### src/rtl/bcg_pkg.sv
// Package: shared types for the bus command generator.
// Assumes a three-bit status code with a fixed encoding.
package bcg_pkg;
    localparam int STAT_W = 3;

    typedef enum logic [STAT_W-1:0] {
        ST_ACK     = 3'b000,
        ST_IORD    = 3'b001,
        ST_IOWR    = 3'b010,
        ST_HALT    = 3'b011,
        ST_FETCH   = 3'b100,
        ST_MEMRD   = 3'b101,
        ST_MEMWR   = 3'b110,
        ST_PASSIVE = 3'b111
    } bus_stat_e;

    typedef enum logic [1:0] {
        PH_IDLE = 2'd0,
        PH_ADDR = 2'd1,
        PH_CMD  = 2'd2,
        PH_DATA = 2'd3
    } phase_e;

    typedef struct packed {
        logic mem;
        logic io;
        logic ack;
        logic rd;
        logic wr;
        logic halt;
    } cyc_kind_t;
endpackage

### src/rtl/bcg_status_decode.sv
// Module: bcg_status_decode
// Turns a raw status code into cycle-class flags.
// Purely combinational. A passive code yields all-zero flags.
module bcg_status_decode
    import bcg_pkg::*;
(
    input  logic [STAT_W-1:0] stat,
    output cyc_kind_t         kind,
    output logic              passive
);
    // classify the incoming status code
    always_comb begin
        kind    = '0;
        passive = 1'b0;
        case (bus_stat_e'(stat))
            ST_ACK:   begin kind.ack = 1'b1; kind.rd = 1'b1; end
            ST_IORD:  begin kind.io  = 1'b1; kind.rd = 1'b1; end
            ST_IOWR:  begin kind.io  = 1'b1; kind.wr = 1'b1; end
            ST_HALT:  kind.halt = 1'b1;
            ST_FETCH: begin kind.mem = 1'b1; kind.rd = 1'b1; end
            ST_MEMRD: begin kind.mem = 1'b1; kind.rd = 1'b1; end
            ST_MEMWR: begin kind.mem = 1'b1; kind.wr = 1'b1; end
            default:  passive = 1'b1;
        endcase
    end
endmodule

### src/rtl/bcg_sequencer.sv
// Module: bcg_sequencer
// Tracks the bus-cycle phase. A cycle starts on a passive-to-active
// edge of the status, and the cycle type is latched at that edge.
// Assumes the status inputs are synchronous to clk.
module bcg_sequencer
    import bcg_pkg::*;
(
    input  logic      clk,
    input  logic      rst_n,
    input  cyc_kind_t kind_now,
    input  logic      passive_now,
    output phase_e    phase,
    output cyc_kind_t kind_q,
    output logic      dt_tx
);
    logic   was_passive;
    logic   start;

    // a new cycle needs passive at the previous edge and active now
    assign start = was_passive && !passive_now;

    // remember whether the previous sampled status was passive
    always_ff @(posedge clk) begin
        if (!rst_n) was_passive <= 1'b1;
        else        was_passive <= passive_now;
    end

    // phase progression: idle -> addr -> cmd -> data, exit on passive
    always_ff @(posedge clk) begin
        if (!rst_n) begin
            phase <= PH_IDLE;
        end else begin
            case (phase)
                PH_IDLE: if (start) phase <= PH_ADDR;
                PH_ADDR: phase <= passive_now ? PH_IDLE : PH_CMD;
                PH_CMD:  phase <= passive_now ? PH_IDLE : PH_DATA;
                default: phase <= passive_now ? PH_IDLE : PH_DATA;
            endcase
        end
    end

    // latch cycle type and direction only at a cycle start (den low)
    always_ff @(posedge clk) begin
        if (!rst_n) begin
            kind_q <= '0;
            dt_tx  <= 1'b0;
        end else if (phase == PH_IDLE && start) begin
            kind_q <= kind_now;
            dt_tx  <= kind_now.wr;
        end
    end
endmodule

### src/rtl/bcg_cmd_gate.sv
// Module: bcg_cmd_gate
// Forms the strobes from the phase and the latched cycle type, then
// applies the command, address and bus-mode enables. Combinational.
module bcg_cmd_gate
    import bcg_pkg::*;
(
    input  phase_e    phase,
    input  cyc_kind_t kind_q,
    input  logic      cmd_en,
    input  logic      addr_en,
    input  logic      io_bus_mode,
    output logic      ale,
    output logic      den,
    output logic      cas_pden,
    output logic      mem_rd,
    output logic      mem_wr,
    output logic      mem_awr,
    output logic      io_rd,
    output logic      io_wr,
    output logic      io_awr,
    output logic      int_ack
);
    logic early, late, mem_ok, io_ok, in_cycle;

    // phase windows
    assign in_cycle = (phase != PH_IDLE);
    assign early    = (phase == PH_CMD) || (phase == PH_DATA);
    assign late     = (phase == PH_DATA);

    // enable qualifiers per command class
    assign mem_ok = cmd_en && addr_en;
    assign io_ok  = cmd_en && (io_bus_mode || addr_en);

    // ungated timing outputs
    assign ale = (phase == PH_ADDR);
    assign den = early && (kind_q.mem || kind_q.io || kind_q.ack);

    // memory command strobes
    always_comb begin
        mem_rd  = mem_ok && early && kind_q.mem && kind_q.rd;
        mem_awr = mem_ok && early && kind_q.mem && kind_q.wr;
        mem_wr  = mem_ok && late  && kind_q.mem && kind_q.wr;
    end

    // I/O and acknowledge command strobes
    always_comb begin
        io_rd   = io_ok && early && kind_q.io && kind_q.rd;
        io_awr  = io_ok && early && kind_q.io && kind_q.wr;
        io_wr   = io_ok && late  && kind_q.io && kind_q.wr;
        int_ack = io_ok && early && kind_q.ack;
    end

    // dual-function output follows the bus mode
    always_comb begin
        if (io_bus_mode) cas_pden = den && (kind_q.io || kind_q.ack);
        else             cas_pden = in_cycle && kind_q.ack;
    end
endmodule

### src/rtl/bus_cmd_gen.sv
// Module: bus_cmd_gen (top)
// Status-decoded bus command generator: decode, phase sequencing and
// output gating. All outputs are active high. Reset is synchronous, active low.
module bus_cmd_gen
    import bcg_pkg::*;
(
    input  logic              clk,
    input  logic              rst_n,
    input  logic [STAT_W-1:0] stat_i,
    input  logic              cmd_en,
    input  logic              addr_en,
    input  logic              io_bus_mode,
    output logic              ale,
    output logic              den,
    output logic              dt_tx,
    output logic              cas_pden,
    output logic              mem_rd,
    output logic              mem_wr,
    output logic              mem_awr,
    output logic              io_rd,
    output logic              io_wr,
    output logic              io_awr,
    output logic              int_ack
);
    cyc_kind_t kind_now, kind_q;
    logic      passive_now;
    phase_e    phase;

    bcg_status_decode u_dec (
        .stat    (stat_i),
        .kind    (kind_now),
        .passive (passive_now)
    );

    bcg_sequencer u_seq (
        .clk         (clk),
        .rst_n       (rst_n),
        .kind_now    (kind_now),
        .passive_now (passive_now),
        .phase       (phase),
        .kind_q      (kind_q),
        .dt_tx       (dt_tx)
    );

    bcg_cmd_gate u_gate (
        .phase       (phase),
        .kind_q      (kind_q),
        .cmd_en      (cmd_en),
        .addr_en     (addr_en),
        .io_bus_mode (io_bus_mode),
        .ale         (ale),
        .den         (den),
        .cas_pden    (cas_pden),
        .mem_rd      (mem_rd),
        .mem_wr      (mem_wr),
        .mem_awr     (mem_awr),
        .io_rd       (io_rd),
        .io_wr       (io_wr),
        .io_awr      (io_awr),
        .int_ack     (int_ack)
    );
endmodule

### config.mk
export PLATFORM = sky130hd
export DESIGN_NAME = bus_cmd_gen
export DESIGN_NICKNAME = d
export VERILOG_FILES = /design/src/rtl/bcg_pkg.sv /design/src/rtl/bcg_status_decode.sv /design/src/rtl/bcg_sequencer.sv /design/src/rtl/bcg_cmd_gate.sv /design/src/rtl/bus_cmd_gen.sv
export SDC_FILE = /design/constraint.sdc
export NUM_CORES = 1
export LEC_CHECK = 0
export BUFFER_PORTS_ARGS = -buffer_cell sky130_fd_sc_hd__clkbuf_2
export CAP_MARGIN = 10
export CORE_AREA = 2 2 39 41
export DETAILED_ROUTE_END_ITERATION = 7
export DIE_AREA = 0 0 41 43
export PLACE_DENSITY_LB_ADDON = 0.25
export RECOVER_POWER = 100
export SYNTH_ARGS = -nofsm -noshare
export SYNTH_HDL_FRONTEND = slang
export SYNTH_SLANG_ARGS = --single-unit
export TNS_END_PERCENT = 1
### constraint.sdc
create_clock -name clk -period 3.49 [get_ports clk]
set_input_delay 0.698 -clock clk [delete_from_list [all_inputs] [get_ports clk]]
set_output_delay 0.698 -clock clk [all_outputs]
set_load 0.05 [all_outputs]
==> impl_metrics.env, run 1 <==
export IMPL_grt_ovfl_total=0
export IMPL_cp_slowest_cell="clkbuf_1"
export IMPL_numCtsBuffers=3
export IMPL_dr_first_iter_drc_count=8
export IMPL_startpoint_type="input port"
export IMPL_r2r_end="u_seq.kind_q[4]$_SDFFE_PN0P_"
export IMPL_post_route_period_util_pct=67.9
export IMPL_layout_nets=83
export IMPL_hold_buffers=0
export IMPL_path_cells="clkbuf_2, o211ai_1, nor2_1, and3_1, clkbuf_1"
export IMPL_cap_violations=0
export IMPL_cts_root_buf="clkbuf_4"
export IMPL_antenna_found_initial=0
export IMPL_synth_xor_area_share_pct=2.02
export IMPL_power_density_nw_per_um2=417
export IMPL_synth_simple_area_share_pct=33.2
export IMPL_muxShareOfSynthArea_pct=0
export IMPL_cp_required_ps=2790
export IMPL_die_area_sq_um=1760
export IMPL_slowest_delay_ps=460
export IMPL_netlist_area_leader_share_pct=37.0
export IMPL_synth_compound_area_share_pct=19.9
export IMPL_yosys_warnings=0
export IMPL_coreArea_sq_um=1380
export IMPL_hold_violations=0
export IMPL_wl_per_cell_microns=10.8
export IMPL_fmax_ghz=0.422
export IMPL_antenna_cells=0
export IMPL_hp_class="reg2reg"
export IMPL_clk_pin_slew_ps=60
export IMPL_dieWidth_microns=41
export IMPL_grt_pass1_vias=335
export IMPL_vias=427
export IMPL_initial_core_util_pct=31.3
export IMPL_cts_tree="built"
export IMPL_io_pins=19
export IMPL_cp_startpoint="addr_en"
export IMPL_grt_pass1_wl_mm=1.39
export IMPL_synth_fa_ha_area_share_pct=0
export IMPL_synth_area_per_cell_sq_um=7.87
export IMPL_final_setup_tns_ps=0
export IMPL_pre_cts_slack_ps=1280
export IMPL_synth_largest_area_cell="dfxtp_1"
export IMPL_netlist_instances=55
export IMPL_rr_startpoint="u_seq.phase[1]$_SDFFE_PN0P_"
export IMPL_grt_total_usage_pct=11.9
export IMPL_max_slew_margin_pct=60.2
export IMPL_skew_ps=6.58
export IMPL_min_period_ps=2370
export IMPL_critPathMaxFanout=3
export IMPL_cellLeakagePower_uw=0.000204
export IMPL_ir_drop_v=0.000203
export IMPL_drive_above_1_share_pct=16.4
export IMPL_clockBufferDepth=2
export IMPL_worst_setup_path_end_kind="output pin"
export IMPL_area_delta_synth_final_pct=21.4
export IMPL_grt_max_degree=11
export IMPL_status="finished, final reports clean"
export IMPL_drt_first_pass_iters=2
export IMPL_arrival_ps=1670
export IMPL_synth_seq_cells=8
export IMPL_synthTopCellsByArea="dfxtp_1, a21oi_1, and2_1, nand2_1, nor2_1"
export IMPL_finalSetupViolCount=0
export IMPL_routed_wirelength_microns=958
export IMPL_drc=0
export IMPL_ctsResizeCount=0
export IMPL_yosys_cell_types_count=21
export IMPL_yosysSeqAreaShare_pct=37.0
export IMPL_slew_viol_final=0
export IMPL_endpoint="io_wr"
export IMPL_num_fill_cells=162
export IMPL_clkLatencyLatePin_ps=250
export IMPL_crit_type="in2out"
export IMPL_synth_top_family_by_area="simple AND/OR/NAND/NOR gates"
export IMPL_die_h_microns=43
export IMPL_synth_area_sq_um=433
export IMPL_worst_pin_slew_ps=599
export IMPL_post_dp_hpwl_microns=714
export IMPL_rows=14
export IMPL_post_cts_setup_buffer_count=0
export IMPL_r2r_slack_ps=2040
export IMPL_vias_per_cell=4.80
export IMPL_htreeDepth=1
export IMPL_finalWorstSetupSlack_ps=1120
export IMPL_clock_sinks=8
export IMPL_reg2reg_depth=3
export IMPL_synthesis_nets=63
export IMPL_port_buffers=18
export IMPL_rsz0062_at_grt="no"
export IMPL_postRouteAntennaNets=0
export IMPL_gp_congestion=0.740
how the worst min path moves through the flow:
stage                                  from                            to  slack [ps]  cells after the start
4_1_cts        u_seq.kind_q[2]$_SDFFE_PN0P_  u_seq.kind_q[2]$_SDFFE_PN0P_         480                      2
2_1_floorplan  u_seq.kind_q[2]$_SDFFE_PN0P_  u_seq.kind_q[2]$_SDFFE_PN0P_         440                      2
3_5_place_dp   u_seq.kind_q[2]$_SDFFE_PN0P_  u_seq.kind_q[2]$_SDFFE_PN0P_         470                      2
3_3_place_gp   u_seq.kind_q[2]$_SDFFE_PN0P_  u_seq.kind_q[2]$_SDFFE_PN0P_         470                      2
6_report       u_seq.kind_q[2]$_SDFFE_PN0P_  u_seq.kind_q[2]$_SDFFE_PN0P_         480                      2
5_1_grt        u_seq.kind_q[2]$_SDFFE_PN0P_  u_seq.kind_q[2]$_SDFFE_PN0P_         540                      2
where the power goes:
part | internal (uW) | switching (uW)
clock network | 39.3 | 30.0
logic | 15.8 | 28.3
registers | 98.8 | 6.81
total | 154 | 65.1
placed cells by master (no fill, tap or decap), types with 3 or more instances in the layout:
cell	n
a21oi_1	5
and2_1	4
clkbuf_1	12
clkbuf_2	6
clkbuf_4	3
dfxtp_1	8
inv_1	4
nand2_1	6
nor2_1	6
o22ai_1	3
cells in the mapped netlist:
master    number
o221a_2        1
nand3_1        2
o22ai_1        2
and2_1         4
xnor2_1        1
nand3b_1       1
nor2_1         6
clkbuf_1       2
or3_1          2
o32ai_1        2
nand2_1        6
and2b_2        2
buf_6          1
or3b_1         1
dfxtp_1        8
nor3_1         1
and3_1         2
o22ai_2        1
o211ai_1       1
inv_1          4
a21oi_1        5
cells by family (layout without fill, tap and decap cells):
group	after synthesis	count (layout)
AO/OA/AOI/OAI	12	12
flip-flops	8	8
buffers and inverters	7	25
AND/OR/NAND/NOR	27	27
XOR/XNOR	1	1
critical path, delay by kind of cell:
kind	cells	cell delay [ps]
AOI/OAI and AO/OA	1	110
buffers and inverters	2	550
and+or+nand+nor	2	310
through the flow:
| stage | std cells | cell area (sq um) | total power (uW) | utilization, % | hold WS, ps |
|---|---|---|---|---|---|
| CTS | 89 | 547 | 225 | 39.5 | 480 |
| detailed placement | 86 | 524 | 154 | 37.9 | 468 |
| global route | 89 | 526 | 233 | 38.0 | 537 |
| global placement | 86 | 524 | 154 | 37.9 | 469 |
| finish | 89 | 526 | 219 | 38.0 | 477 |
| floorplan | 55 | 433 | 144 | - | 442 |
final cells by class:
type | count | area (sq um) | area share (%)
timing repair buffer | 18 | 75.1 | 14.3
sequential | 8 | 160 | 30.5
clock buffer | 3 | 22.5 | 4.29
multi-input combinational | 40 | 233 | 44.3
tap | 16 | 20.0 | 3.81
inverter | 4 | 15.0 | 2.86
sequential cells by signal, indices dropped and copies added (netlist names):
register,count
u_seq.kind_q,5
u_seq.was_passive,1
u_seq.phase,2
layer usage:
metal | up-vias | track usage, % | share of wire, %
met1 | 185 | 16.0 | 49
li1 | 228 | - | -
met2 | 12 | 15.9 | 44
met3 | 2 | 1.57 | 5.4
met4 | 0 | 10.0 | 2.0
met5 | - | 0 | 0
No activity file was read; power rests on OpenSTA's default activity.
==> run 2, diff against run 1 <==
ABC_AREA = 1   (was not set)
clock period = 2.5 ns   (was 3.49 ns; I/O delays follow)
==> impl_metrics.env, run 2 <==
export IMPL_status="finished, final reports clean"
export IMPL_worst_pin_slew_ps=596
export IMPL_layout_nets=97
export IMPL_dr_first_iter_drc_count=4
export IMPL_worst_setup_path_end_kind="output pin"
export IMPL_ir_drop_v=0.000190
export IMPL_fin_hold_ws_ps=461
export IMPL_grt_pass1_wl_mm=1.55
export IMPL_path_cells="nand2_2, nor4_2, clkbuf_1"
export IMPL_drive_above_1_share_pct=16.1
export IMPL_grt_pass1_vias=429
export IMPL_clk_pin_slew_ps=50
export IMPL_hp_class="reg2reg"
export IMPL_post_route_period_util_pct=82.3
export IMPL_final_cell_mix="nand2_1, clkbuf_1, nor2_1"
export IMPL_port_buffers=18
export IMPL_io_pins=19
export IMPL_fmax_ghz=0.486
export IMPL_slew_viol_final=0
export IMPL_synth_area_sq_um=427
export IMPL_cp_required_ps=2000
export IMPL_routed_wirelength_microns=903
export IMPL_r2r_slack_ps=1510
export IMPL_rsz0062_at_grt="no"
export IMPL_grt_total_usage_pct=13.4
export IMPL_synth_most_common_cell="nand2_1"
export IMPL_startpoint_type="flop"
export IMPL_dieWidth_microns=41
export IMPL_rows=14
export IMPL_die_area_sq_um=1760
export IMPL_synthesis_nets=74
export IMPL_cap_violations=0
export IMPL_antenna_cells=0
export IMPL_hold_violations=0
export IMPL_drc=0
export IMPL_yosys_cell_types_count=15
export IMPL_finalSetupViolCount=0
export IMPL_design_power_total_uw=316
export IMPL_vias=461
export IMPL_max_slew_margin_pct=60.4
export IMPL_yosysSeqAreaShare_pct=37.5
export IMPL_gp_congestion=0.723
export IMPL_ctsResizeCount=0
export IMPL_cts_root_buf="clkbuf_4"
export IMPL_synthTopCellsByCount="nand2_1, nor2_1, inv_1"
export IMPL_regMostFlops="u_seq.kind_q"
export IMPL_critPathMaxFanout=7
export IMPL_cellLeakagePower_uw=0.000245
export IMPL_slowest_delay_ps=490
export IMPL_largest_reg_flops=5
export IMPL_initial_core_util_pct=30.8
export IMPL_min_period_ps=2060
export IMPL_drt_first_pass_iters=4
export IMPL_htreeDepth=1
export IMPL_postRouteAntennaNets=0
export IMPL_finalWorstSetupSlack_ps=442
export IMPL_power_density_nw_per_um2=585
export IMPL_vias_per_cell=4.48
export IMPL_antenna_found_initial=0
export IMPL_cp_slowest_cell="clkbuf_1"
export IMPL_skew_ps=0.369
export IMPL_synth_edf_count=0
export IMPL_grt_ovfl_total=0
export IMPL_clock_sinks=8
export IMPL_post_dp_hpwl_microns=755
export IMPL_pre_cts_slack_ps=684
export IMPL_synthTopCellsByArea="dfxtp_1, nand2_1, nor2_1, inv_1, a21oi_1"
export IMPL_clockBufferDepth=2
export IMPL_synth_seq_cells=8
export IMPL_yosys_warnings=0
export IMPL_synth_area_per_cell_sq_um=6.46
export IMPL_num_fill_cells=182
export IMPL_top_regs="u_seq.kind_q x5, u_seq.phase x2, u_seq.was_passive x1"
export IMPL_post_cts_setup_buffer_count=0
export IMPL_netlist_area_leader_share_pct=37.5
export IMPL_synthFlopType="dfxtp_1"
export IMPL_numCtsBuffers=3
export IMPL_layout_commonest_cell="nand2_1"
export IMPL_final_setup_tns_ps=0
export IMPL_grt_max_degree=8
export IMPL_hold_buffers=0
export IMPL_coreArea_sq_um=1380
export IMPL_clkLatencyLatePin_ps=250
export IMPL_crit_type="reg2out"
export IMPL_ys_async_sr_fraction_pct=0
export IMPL_synth_largest_area_cell="dfxtp_1"
export IMPL_die_h_microns=43
export IMPL_arrival_ps=1560
export IMPL_area_delta_synth_final_pct=26.4
export IMPL_cts_tree="built"
export IMPL_netlist_instances=66
export IMPL_wl_per_cell_microns=8.77
[run 2: cell count changes in the layout (fill, tap and decap cells not counted), sizes merged, moves of 2 or more]
cell	before	now
o21ai	0	2
a21oi	5	7
nand2	6	17
nor3	1	4
and2b	2	0
inv	4	10
o32ai	2	0
o22ai	3	0
or3	2	0
nor2	6	12
and2	4	0
[run 2: cell type report]
| cell class | count | area (sq um) | share of cell area [%] |
|---|---|---|---|
| inverters | 11 | 42.5 | 7.89 |
| multi-input cells | 47 | 219 | 40.6 |
| repair buffers | 18 | 75.1 | 13.9 |
| clock buffers | 3 | 22.5 | 4.18 |
| well taps | 16 | 20.0 | 3.71 |
| flip-flops and latches | 8 | 160 | 29.7 |
[run 2: cells by family (layout without fill, tap and decap cells)]
group / Yosys count / in the layout / synth area share (%)
compound gates: 9 / 9 / 11.4
buf+inv: 11 / 32 / 9.97
flops: 8 / 8 / 37.5
simple gates: 38 / 38 / 41.1
[run 2: critical path, delay by kind of cell (launching register included)]
kind,cells,cell delay [ps]
flops,1,470
simple gates,2,340
buf+inv,1,490
[run 2: final timing paths]
check / startpoint / cells after the start / endpoint
max: u_seq.phase[1]$_SDFFE_PN0P_ / 3 / mem_wr
min: u_seq.kind_q[5]$_SDFFE_PN0P_ / 2 / u_seq.kind_q[5]$_SDFFE_PN0P_
max reg2reg: u_seq.phase[1]$_SDFFE_PN0P_ / 5 / u_seq.kind_q[3]$_SDFFE_PN0P_
min reg2reg: u_seq.kind_q[5]$_SDFFE_PN0P_ / 2 / u_seq.kind_q[5]$_SDFFE_PN0P_
[run 2: per-stage QoR]
step           cells  instance area [sq um]  util (%)
6_report         103                    539      39.0
5_1_grt          103                    539      39.0
4_1_cts          103                    566      40.9
3_5_place_dp     100                    543      39.2
3_3_place_gp     100                    543      39.2
2_1_floorplan     66                    433         -
[run 2: power by group]
part	internal [uW]	leakage [uW]	switching, uW
combinational	20.8	0.000166	51.2
clock	54.7	0.0000138	40.8
sequential	139	0.0000660	9.41
[run 2: per-layer routing]
| metal | vias up | track usage, % | routed length [microns] |
|---|---|---|---|
| met1 | 193 | 15.2 | 418 |
| met5 | - | 0 | 0 |
| met2 | 16 | 19.4 | 415 |
| li1 | 250 | - | - |
| met4 | 0 | 12.0 | 19 |
| met3 | 2 | 3.14 | 49 |
==> run 3, diff against run 2 <==
clock period = 2 ns   (was 2.5 ns; I/O delays follow)
==> impl_metrics.env, run 3 (synthesis gave the netlist of run 2 again) <==
export IMPL_post_route_period_util_pct=89.6
export IMPL_worst_pin_slew_ps=592
export IMPL_ir_drop_v=0.000229
export IMPL_grt_pass1_wl_mm=1.54
export IMPL_cts_tree="built"
export IMPL_cts_root_buf="clkbuf_4"
export IMPL_htreeDepth=1
export IMPL_port_buffers=18
export IMPL_rows=14
export IMPL_hp_class="in2reg"
export IMPL_area_delta_synth_final_pct=26.1
export IMPL_post_dp_hpwl_microns=754
export IMPL_endpoint="mem_wr"
export IMPL_final_util_pct=38.9
export IMPL_cp_startpoint="u_seq.phase[1]$_SDFFE_PN0P_"
export IMPL_drc=0
export IMPL_clock_sinks=8
export IMPL_min_period_ps=1790
export IMPL_antenna_cells=0
export IMPL_rr_startpoint="u_seq.phase[1]$_SDFFE_PN0P_"
export IMPL_io_pins=19
export IMPL_layout_nets=97
export IMPL_r2r_end="u_seq.kind_q[3]$_SDFFE_PN0P_"
export IMPL_layout_commonest_cell="nand2_1"
export IMPL_grt_ovfl_total=0
export IMPL_cap_violations=0
export IMPL_instances_no_fill=103
export IMPL_worst_setup_path_end_kind="output pin"
export IMPL_rsz0062_at_grt="no"
export IMPL_grt_total_usage_pct=13.3
export IMPL_postRouteAntennaNets=0
export IMPL_antenna_found_initial=0
export IMPL_vias_per_cell=4.50
export IMPL_numCtsBuffers=3
export IMPL_initial_core_util_pct=30.8
export IMPL_regMostFlops="u_seq.kind_q"
export IMPL_arrival_ps=1390
export IMPL_clkLatencyLatePin_ps=250
export IMPL_final_cell_mix="nand2_1, clkbuf_2, nor2_1"
export IMPL_wl_per_cell_microns=8.72
export IMPL_seq_area_sq_um=160
export IMPL_finalSetupViolCount=0
export IMPL_placed_area_sq_um=543
export IMPL_cp_required_ps=1600
export IMPL_reg2reg_depth=5
export IMPL_vias=463
export IMPL_dieWidth_microns=41
export IMPL_clk_pin_slew_ps=50
export IMPL_max_slew_margin_pct=60.7
export IMPL_slew_viol_final=0
export IMPL_grt_pass1_vias=423
export IMPL_drt_first_pass_iters=4
export IMPL_crit_type="reg2out"
export IMPL_final_setup_tns_ps=0
export IMPL_num_fill_cells=176
export IMPL_startpoint_type="flop"
export IMPL_status="finished, final reports clean"
export IMPL_dp_cells=100
export IMPL_r2r_slack_ps=920
export IMPL_grt_max_degree=8
export IMPL_critPathMaxFanout=7
export IMPL_cellLeakagePower_uw=0.000262
export IMPL_die_area_sq_um=1760
export IMPL_hold_violations=0
export IMPL_die_h_microns=43
export IMPL_hold_buffers=0
export IMPL_post_cts_setup_buffer_count=0
export IMPL_multi_input_comb_area_sq_um=209
export IMPL_largest_reg_flops=5
export IMPL_gp_congestion=0.722
export IMPL_power_density_nw_per_um2=726
export IMPL_fin_hold_ws_ps=402
export IMPL_fmax_ghz=0.558
export IMPL_ctsResizeCount=0
export IMPL_clockBufferDepth=2
export IMPL_dr_first_iter_drc_count=7
export IMPL_coreArea_sq_um=1380
export IMPL_routed_wirelength_microns=898
export IMPL_top_regs="u_seq.kind_q x5, u_seq.phase x2, u_seq.was_passive x1"
export IMPL_postLayoutCellArea_sq_um=538
export IMPL_skew_ps=2.87
export IMPL_drive_above_1_share_pct=23.0
-- run 3: cell types whose count changed in the layout (fill, tap and decap cells not counted) --
cell / before / now
nor2_1: 11 / 12
clkinv_2: 1 / 0
nor4_1: 0 / 1
a21oi_1: 7 / 6
nor4_2: 1 / 0
clkbuf_1: 12 / 5
clkinvlp_2: 0 / 1
a21oi_2: 0 / 1
nor2_4: 1 / 0
clkbuf_2: 6 / 13
-- run 3: area by class of cell --
cell class / count / share of cell area [%]
repair buffers: 18 / 15.6
multi-input cells: 47 / 38.8
flip-flops and latches: 8 / 29.8
clock buffers: 3 / 4.19
inverters: 11 / 7.91
well taps: 16 / 3.72
-- run 3: worst min path at each step --
stage | slack (ps) | endpoint | start | cells after the start
finish | 400 | u_seq.kind_q[4]$_SDFFE_PN0P_ | rst_n | 3
global route | 420 | u_seq.was_passive$_SDFF_PN1_ | rst_n | 2
CTS | 400 | u_seq.kind_q[4]$_SDFFE_PN0P_ | rst_n | 3
detailed placement | 450 | u_seq.kind_q[5]$_SDFFE_PN0P_ | u_seq.kind_q[5]$_SDFFE_PN0P_ | 2
global placement | 460 | u_seq.kind_q[2]$_SDFFE_PN0P_ | u_seq.kind_q[2]$_SDFFE_PN0P_ | 2
floorplan | 430 | u_seq.kind_q[5]$_SDFFE_PN0P_ | u_seq.kind_q[5]$_SDFFE_PN0P_ | 2
-- run 3: per-layer routing --
metal	share of wire (%)	GRT usage, %	up-vias
li1	-	-	252
met1	47	15.2	195
met2	46	19.1	14
met3	5.0	3.14	2
met4	2.1	12.0	0
met5	0	0	-
-- run 3: where the power goes --
part           switching [uW]  internal, uW  total [uW]
sequential               9.41           173         183
clock                    49.7          68.3         118
combinational            64.4          25.3        89.7
total                     124           267         390
-- run 3: stage by stage --
step	total power [uW]	worst slack (ps)
4_1_cts	406	190
3_3_place_gp	284	400
6_report	390	209
3_5_place_dp	285	379
2_1_floorplan	258	-324
5_1_grt	423	47.1
-- run 3: worst max-delay path, cell delays in order (launching register included) --
cell and delay (ps):
dfxtp_1 420, nand2_1 160, nor4_1 250, clkbuf_2 320
